$ cat src/rtl/cardslot_pkg.sv
package cardslot_pkg;
  localparam int unsigned DATA_W      = 32;
  localparam int unsigned NUM_WORDS   = 4;
  localparam int unsigned WIDX_IDENT  = 0;
  localparam int unsigned WIDX_FLASH  = 1;
  localparam int unsigned WIDX_STATUS = 2;
  localparam int unsigned WIDX_DECODE = 3;
  localparam int unsigned WP_BIT      = 0;
  localparam int unsigned CARD_BIT    = 3;
  localparam logic [DATA_W-1:0] IDENT_VALUE  = 32'h4103_4003;
  localparam logic [DATA_W-1:0] DECODE_VALUE = 32'h0000_0011;

  typedef logic [NUM_WORDS-1:0] word_sel_t;
endpackage

$ cat src/rtl/cardslot_decode.sv
module cardslot_decode
  import cardslot_pkg::*;
#(
  parameter int unsigned ADDR_W = 6
) (
  input  logic [ADDR_W-1:0] addr_i,
  output word_sel_t         sel_o
);
  for (genvar w = 0; w < NUM_WORDS; w++) begin : g_sel
    assign sel_o[w] = (addr_i == ADDR_W'(w));
  end
endmodule

$ cat src/rtl/cardslot_status.sv
module cardslot_status #(
  parameter bit RESET_VAL = 1'b0
) (
  input  logic clk,
  input  logic rst,
  input  logic set_i,
  input  logic clear_i,
  output logic flag_q
);
  // set has priority over a clear in the same cycle
  always_ff @(posedge clk) begin
    if (rst)          flag_q <= RESET_VAL;
    else if (set_i)   flag_q <= 1'b1;
    else if (clear_i) flag_q <= 1'b0;
  end
endmodule

$ cat src/rtl/cardslot_rdmux.sv
module cardslot_rdmux
  import cardslot_pkg::*;
(
  input  logic              clk,
  input  logic              rst,
  input  word_sel_t         sel_i,
  input  logic              wp_i,
  input  logic              card_i,
  output logic [DATA_W-1:0] rdata_q
);
  logic [DATA_W-1:0] status_word;
  logic [DATA_W-1:0] next_rdata;

  always_comb begin
    status_word           = '0;
    status_word[WP_BIT]   = wp_i;
    status_word[CARD_BIT] = card_i;
  end

  always_comb begin
    next_rdata = '0;
    if (sel_i[WIDX_IDENT])  next_rdata = IDENT_VALUE;
    if (sel_i[WIDX_STATUS]) next_rdata = status_word;
    if (sel_i[WIDX_DECODE]) next_rdata = DECODE_VALUE;
  end

  always_ff @(posedge clk) begin
    if (rst) rdata_q <= '0;
    else     rdata_q <= next_rdata;
  end
endmodule

$ cat src/rtl/cardslot_ctl.sv
module cardslot_ctl
  import cardslot_pkg::*;
#(
  parameter int unsigned ADDR_W = 6
) (
  input  logic              clk,
  input  logic              rst,
  input  logic              wp_level_i,
  input  logic              insert_evt_i,
  input  logic [ADDR_W-1:0] bus_addr_i,
  input  logic              bus_wr_i,
  input  logic [DATA_W-1:0] bus_wdata_i,
  output logic [DATA_W-1:0] bus_rdata_o,
  output logic              irq_o
);
  word_sel_t sel;
  logic      clear_req;
  logic      card_q;
  logic      unused_wdata_bits;

  assign unused_wdata_bits = ^bus_wdata_i;

  cardslot_decode #(.ADDR_W(ADDR_W)) u_decode (
    .addr_i (bus_addr_i),
    .sel_o  (sel)
  );

  assign clear_req = bus_wr_i & sel[WIDX_STATUS] & bus_wdata_i[CARD_BIT];

  cardslot_status #(.RESET_VAL(1'b0)) u_card (
    .clk     (clk),
    .rst     (rst),
    .set_i   (insert_evt_i),
    .clear_i (clear_req),
    .flag_q  (card_q)
  );

  cardslot_rdmux u_rdmux (
    .clk     (clk),
    .rst     (rst),
    .sel_i   (sel),
    .wp_i    (wp_level_i),
    .card_i  (card_q),
    .rdata_q (bus_rdata_o)
  );

  assign irq_o = card_q;
endmodule

$ cat config.mk
export PLATFORM = sky130hd
export DESIGN_NAME = cardslot_ctl
export DESIGN_NICKNAME = d
export VERILOG_FILES = /design/src/rtl/cardslot_pkg.sv /design/src/rtl/cardslot_decode.sv /design/src/rtl/cardslot_status.sv /design/src/rtl/cardslot_rdmux.sv /design/src/rtl/cardslot_ctl.sv
export SDC_FILE = /design/constraint.sdc
export NUM_CORES = 1
export LEC_CHECK = 0
export ABC_AREA = 1
export BUFFER_PORTS_ARGS = -buffer_cell sky130_fd_sc_hd__buf_2
export CORE_UTILIZATION = 29
export CTS_BUF_LIST = sky130_fd_sc_hd__clkbuf_2 sky130_fd_sc_hd__clkbuf_4 sky130_fd_sc_hd__clkbuf_8
export CTS_CLUSTER_DIAMETER = 50
export DETAILED_ROUTE_END_ITERATION = 8
export PLACE_DENSITY = 0.93
export SYNTH_ARGS = -nofsm -noshare
export SYNTH_HDL_FRONTEND = slang
export SYNTH_SLANG_ARGS = --single-unit
$ cat constraint.sdc
create_clock -name clk -period 2.22 [get_ports clk]
set_clock_uncertainty 0.2 [all_clocks]
set_input_delay 0.444 -clock clk [delete_from_list [all_inputs] [get_ports clk]]
set_output_delay 0.444 -clock clk [all_outputs]
set_load 0.01 [all_outputs]
Yosys cells after proc, flatten, opt, wreduce, memory -nomap -nowiden
Index checks and enable logic that the tools add are counted.
- eq/ne operators: 2
- bitwise logic cells: 2
- reductions and logical operators: 4
- multiplexer cells: 5
- operator list (cell ; number):
    2-to-1 mux 31 bit ; 1
    equality test 6 x 2 -> 1 bit, second input constant ; 2
    2-to-1 mux 5 bit ; 2
    logical NOT 6 bit ; 1
    OR reduction 3 bit ; 1
    bitwise AND 1 bit ; 2
    2-to-1 mux 1 bit ; 2
    nonzero test 2 bit ; 1
    OR reduction 2 bit ; 1
- output and inout port bits: 33
- input bits: 43
- bits in registers: 32
- word-level logic and storage cells: 17

Longest topological paths before layout
- word-level depth: 5
- gate-level depth with buffers: 5
- gate-level depth less buffers: 5

Modules after synthesis
From an unflattened synthesis, not the netlist that was laid out.
- cell total of the unflattened synthesis: 67
- area, all modules: 454.2 µm²
- modules (own cells, without submodules) (module ; area each (µm²) ; seq. area each (µm²) ; cells an instance ; times used):
    cardslot_rdmux ; 344.1 ; 80.1 ; 46 ; 1
    cardslot_decode ; 56.3 ; 0.0 ; 13 ; 1
    cardslot_status ; 40.0 ; 20.0 ; 5 ; 1
    cardslot_ctl ; 13.8 ; 0.0 ; 3 ; 1

Worst setup path before layout
OpenSTA, ideal clock, no wires.
- path type: reg2out
- from: register, netlist name u_rdmux.rdata_q[24]
- to: output bus_rdata_o[14]
- path slack: 1.002 ns
- path buffers: 1
- data required time: 1.576 ns
- arrival time: 0.574 ns
- stages on the path, launching flop included: 2
- cells stage by stage: dfxtp_1 buf_4
- RTL lines (element ; RTL line ; RTL):
    end: declaration ; cardslot_ctl.sv:13 ; output logic [DATA_W-1:0] bus_rdata_o,

==> out/qor_table.md <==
| Group | Metric | Value |
|:---|:---|:---|
| setup path | Crit path largest cell delay | 380 ps |
| synthesis | Total of flip-flops plus latches after synthesis | 5 |
| die | Initial cell density of the core | 32.25% |
| clocking | Number of hold buffers added after cts | 0 |
| sta | Final count of negative-setup-slack endpoints | 0 |
| setup path | Launch instance of the worst register-to-register path | u_card.flag_q$_SDFFE_PP0P_ |
| synthesis | Total standard cell area after synthesis | 435.4 sq um |
| sta | Final-layout worst hold slack | 204.4 ps |
| clocking | Post-CTS setup buffer count | 0 |
| die | Number of rows created at floorplan | 13 |
| drt | Number of remaining DRC errors | 0 |
| drt | Initial DRC Count | 2 |
| power | Power density normalized to cell area | 525.1 nW/um^2 |
| synthesis | Async set-or-reset flop fraction in the synthesized netlist | 0% |
| synthesis | Most common cell in the synthesized netlist | sky130_fd_sc_hd__buf_4 |
| die | X dimension of the die | 40.75 um |
| global route | Gr usage total | 6.441% |
| setup path | Critical Path Source Type | flop |
| finish | Antenna Cells | 0 |
| synthesis | Post-synth EDFFs | 0 |
| sta | Final period utilization | 63.58% |
| worst hold path | Source of the worst hold timing path | insert_evt_i |
| finish | Final design area excluding fillers | 459.2 sq um |
| setup path | Largest fanout on the critical path | 6 |
| clocking | Num Clock Sinks | 5 |
| synthesis | Most area-hungry cell type in the Yosys netlist | sky130_fd_sc_hd__buf_4 |
| clocking | Clock transition at the registers of the reported paths | 50 ps |
| clocking | Number of H-tree branching levels | 1 |
| clocking | TritonCTS clock tree | yes |
| setup path | Critical Path AT | 770 ps |
| synthesis | Number of warnings printed during yosys synthesis | 0 |
| die | Core area | 1350 sq um |
| clocking | Clock buffers created by TritonCTS | 3 |
| synthesis | Post-synthesis area per instance | 7.380 sq um |
| synthesis | Xor and xnor fraction of the mapped netlist area | 0% |
| synthesis | Share of the synthesized area in the top cell type | 48.28% |
| drt | Final WL | 561 um |
| synthesis | Leading post-synthesis cells by cell area | sky130_fd_sc_hd__buf_4 (48%), sky130_fd_sc_hd__dfxtp_1 (23%), sky130_fd_sc_hd__nand2_1 (6.0%) |
| synthesis | Prevailing post-synth register cell | sky130_fd_sc_hd__dfxtp_1 |
| synthesis | Sequential share of the synthesized area | 22.99% |
| synthesis | Cell types with the highest counts after synthesis | sky130_fd_sc_hd__buf_4 (28), sky130_fd_sc_hd__nand2_1 (7), sky130_fd_sc_hd__dfxtp_1 (5), sky130_fd_sc_hd__inv_1 (5) |
| clocking | Max clock buf depth | 2 |
| sta | Time the worst path needs with I/O delays and setup | 1411 ps |
| die | Die Outline Area | 1661 sq um |
| clocking | Insertion delay to the later sink of the worst-skew pair | 240 ps |
| setup path | Setup crit start | u_rdmux.rdata_q[24]$_SDFF_PP0_ |
| clocking | Clock root cell | sky130_fd_sc_hd__clkbuf_4 |
| setup path | Cells traversed along the worst timing path | buf_2 |
| sta | Setup tns final | 0 ps |
| placement | Instance area after placement | 431.7 sq um |
| placement | Last weighted congestion value of the routability-driven placer | 0.6358 |
| worst hold path | Worst hold-check path type | in -> reg |
| drt | Average wire per standard cell | 6.032 um |
| setup path | Kind of capture point of the worst setup path | output port |
| finish | Non-filler instance count after layout | 93 |
| sta | Final Max Tran Viols | 0 |
| die | Number of top-level pins | 76 |
| die | Chip height | 40.75 um |
| finish | Layout area overhead | 5.460% |
| outcome | Outcome | finished, final reports clean |
| global route | Global route overflow | 0 |
| power | Leakage | 0.2991 nW |
| synthesis | Post-synthesis share of cell area spent on and, or, nand and nor gates | 23.56% |
| job | # Max-Cap Violations | 0 |
| global route | Initial antenna violation count | 0 |
| synthesis | Synth unique cells | 11 |
| finish | Fraction of layout cells with a size suffix above 1 | 39.74% |
| synthesis | Multiplexer fraction of the synthesized cell area | 0% |
| synthesis | Adder-cell share of the synthesized area | 0% |
| drt | Drt pass-1 iters | 2 |
| placement | Detailed placer's ending HPWL | 538.1 um |
| global route | First-pass GRT wire length | 669 um |
| setup path | Class of the most critical setup path | reg -> out |
| placement | # placed instances | 89 |
| synthesis | Post-synthesis compound-gate area fraction | 0% |
| placement | IO buf count | 21 |
| setup path | CP delay by family, top | flip-flops |
| finish | Final nets | 122 |
| synthesis | Number of cells produced by synthesis | 59 |
| global route | Largest net degree at the start of global routing | 7 |
| global route | Vias in the first global route | 214 |
| setup path | Buf/Inv on CP | 1 |
| synthesis | Combinational family with the most area after synthesis | buffers and inverters |
| sta | Hold violation count in the final report | 0 |
| drt | Final antenna-violating net count | 0 |
| sta | Max Clock Freq | 708.5 MHz |
| sta | Setup repair after global routing missed its margin | false |
| setup path | Required time reported for the critical path endpoint | 1580 ps |
| power | VDD IR max | 0.0002751 V |
| drt | Mean number of vias per cell | 3.430 |
| setup path | Worst-path cell with the longest stage delay | sky130_fd_sc_hd__dfxtp_1 |
| clocking | CTS-repair resized insts | 0 |
| drt | Via count | 319 |
-- power by group --
group	internal (mW)	switching, mW
Clock	0.0651	0.0374
Sequential	0.0923	0.000818
Combinational	0.0129	0.0326
Total	0.170	0.0708
-- final cells by class --
class	count	area, sq um
multi-input combinational	43	188.9
clock buffer	3	22.52
tap	15	18.77
timing repair buffer	21	105.1
inverter	5	18.77
clock inverter	1	5.005
sequential	5	100.1
fill	146	890.9
-- kinds of logic after synthesis --
kind of cell | Yosys count
buffers and inverters | 33
and+or+nand+nor | 20
DFF | 5
other | 1
-- metrics by stage --
step | setup WS [ps] | total power, mW | utilization (%)
floorplan | 1002 | 0.1550 | -
global placement | 972.3 | 0.1387 | 31.97
detailed placement | 944.7 | 0.1400 | 31.97
CTS | 789.8 | 0.2465 | 34.01
global route | 719.7 | 0.2575 | 34.01
finish | 808.6 | 0.2411 | 34.01
-- path summary, 6_finish.rpt --
path | to | slack (ps) | cells after the start
max reg2reg | u_rdmux.rdata_q[3]$_SDFF_PP0_ | 1350 | 2
max | bus_rdata_o[17] | 810 | 1
min | u_card.flag_q$_SDFFE_PP0P_ | 200 | 3
min reg2reg | u_rdmux.rdata_q[3]$_SDFF_PP0_ | 290 | 2
-- state kept, by name, summed over array words and instances, names as in the netlist --
name,count
u_card.flag_q,1
u_rdmux.rdata_q,4
-- cell usage in the layout (no fill, tap or decap) --
master / count
sky130_fd_sc_hd__nand2_1: 7
sky130_fd_sc_hd__dfxtp_1: 5
sky130_fd_sc_hd__nand3_1: 1
sky130_fd_sc_hd__nand4_1: 2
sky130_fd_sc_hd__conb_1: 23
sky130_fd_sc_hd__nor4_2: 1
sky130_fd_sc_hd__clkinv_2: 1
sky130_fd_sc_hd__clkbuf_4: 3
sky130_fd_sc_hd__buf_2: 21
sky130_fd_sc_hd__inv_1: 5
sky130_fd_sc_hd__nor2_2: 4
sky130_fd_sc_hd__nand2_2: 1
sky130_fd_sc_hd__nor2_1: 4
-- layer usage --
layer | wire length, um | part of all wire, % | track usage (%)
met3 | 89 | 16 | 4.891
met4 | 0 | 0 | 2.500
met2 | 273 | 49 | 11.90
met5 | 0 | 0 | 0
met1 | 199 | 35 | 4.918
Power figures use the tool's default switching activity.
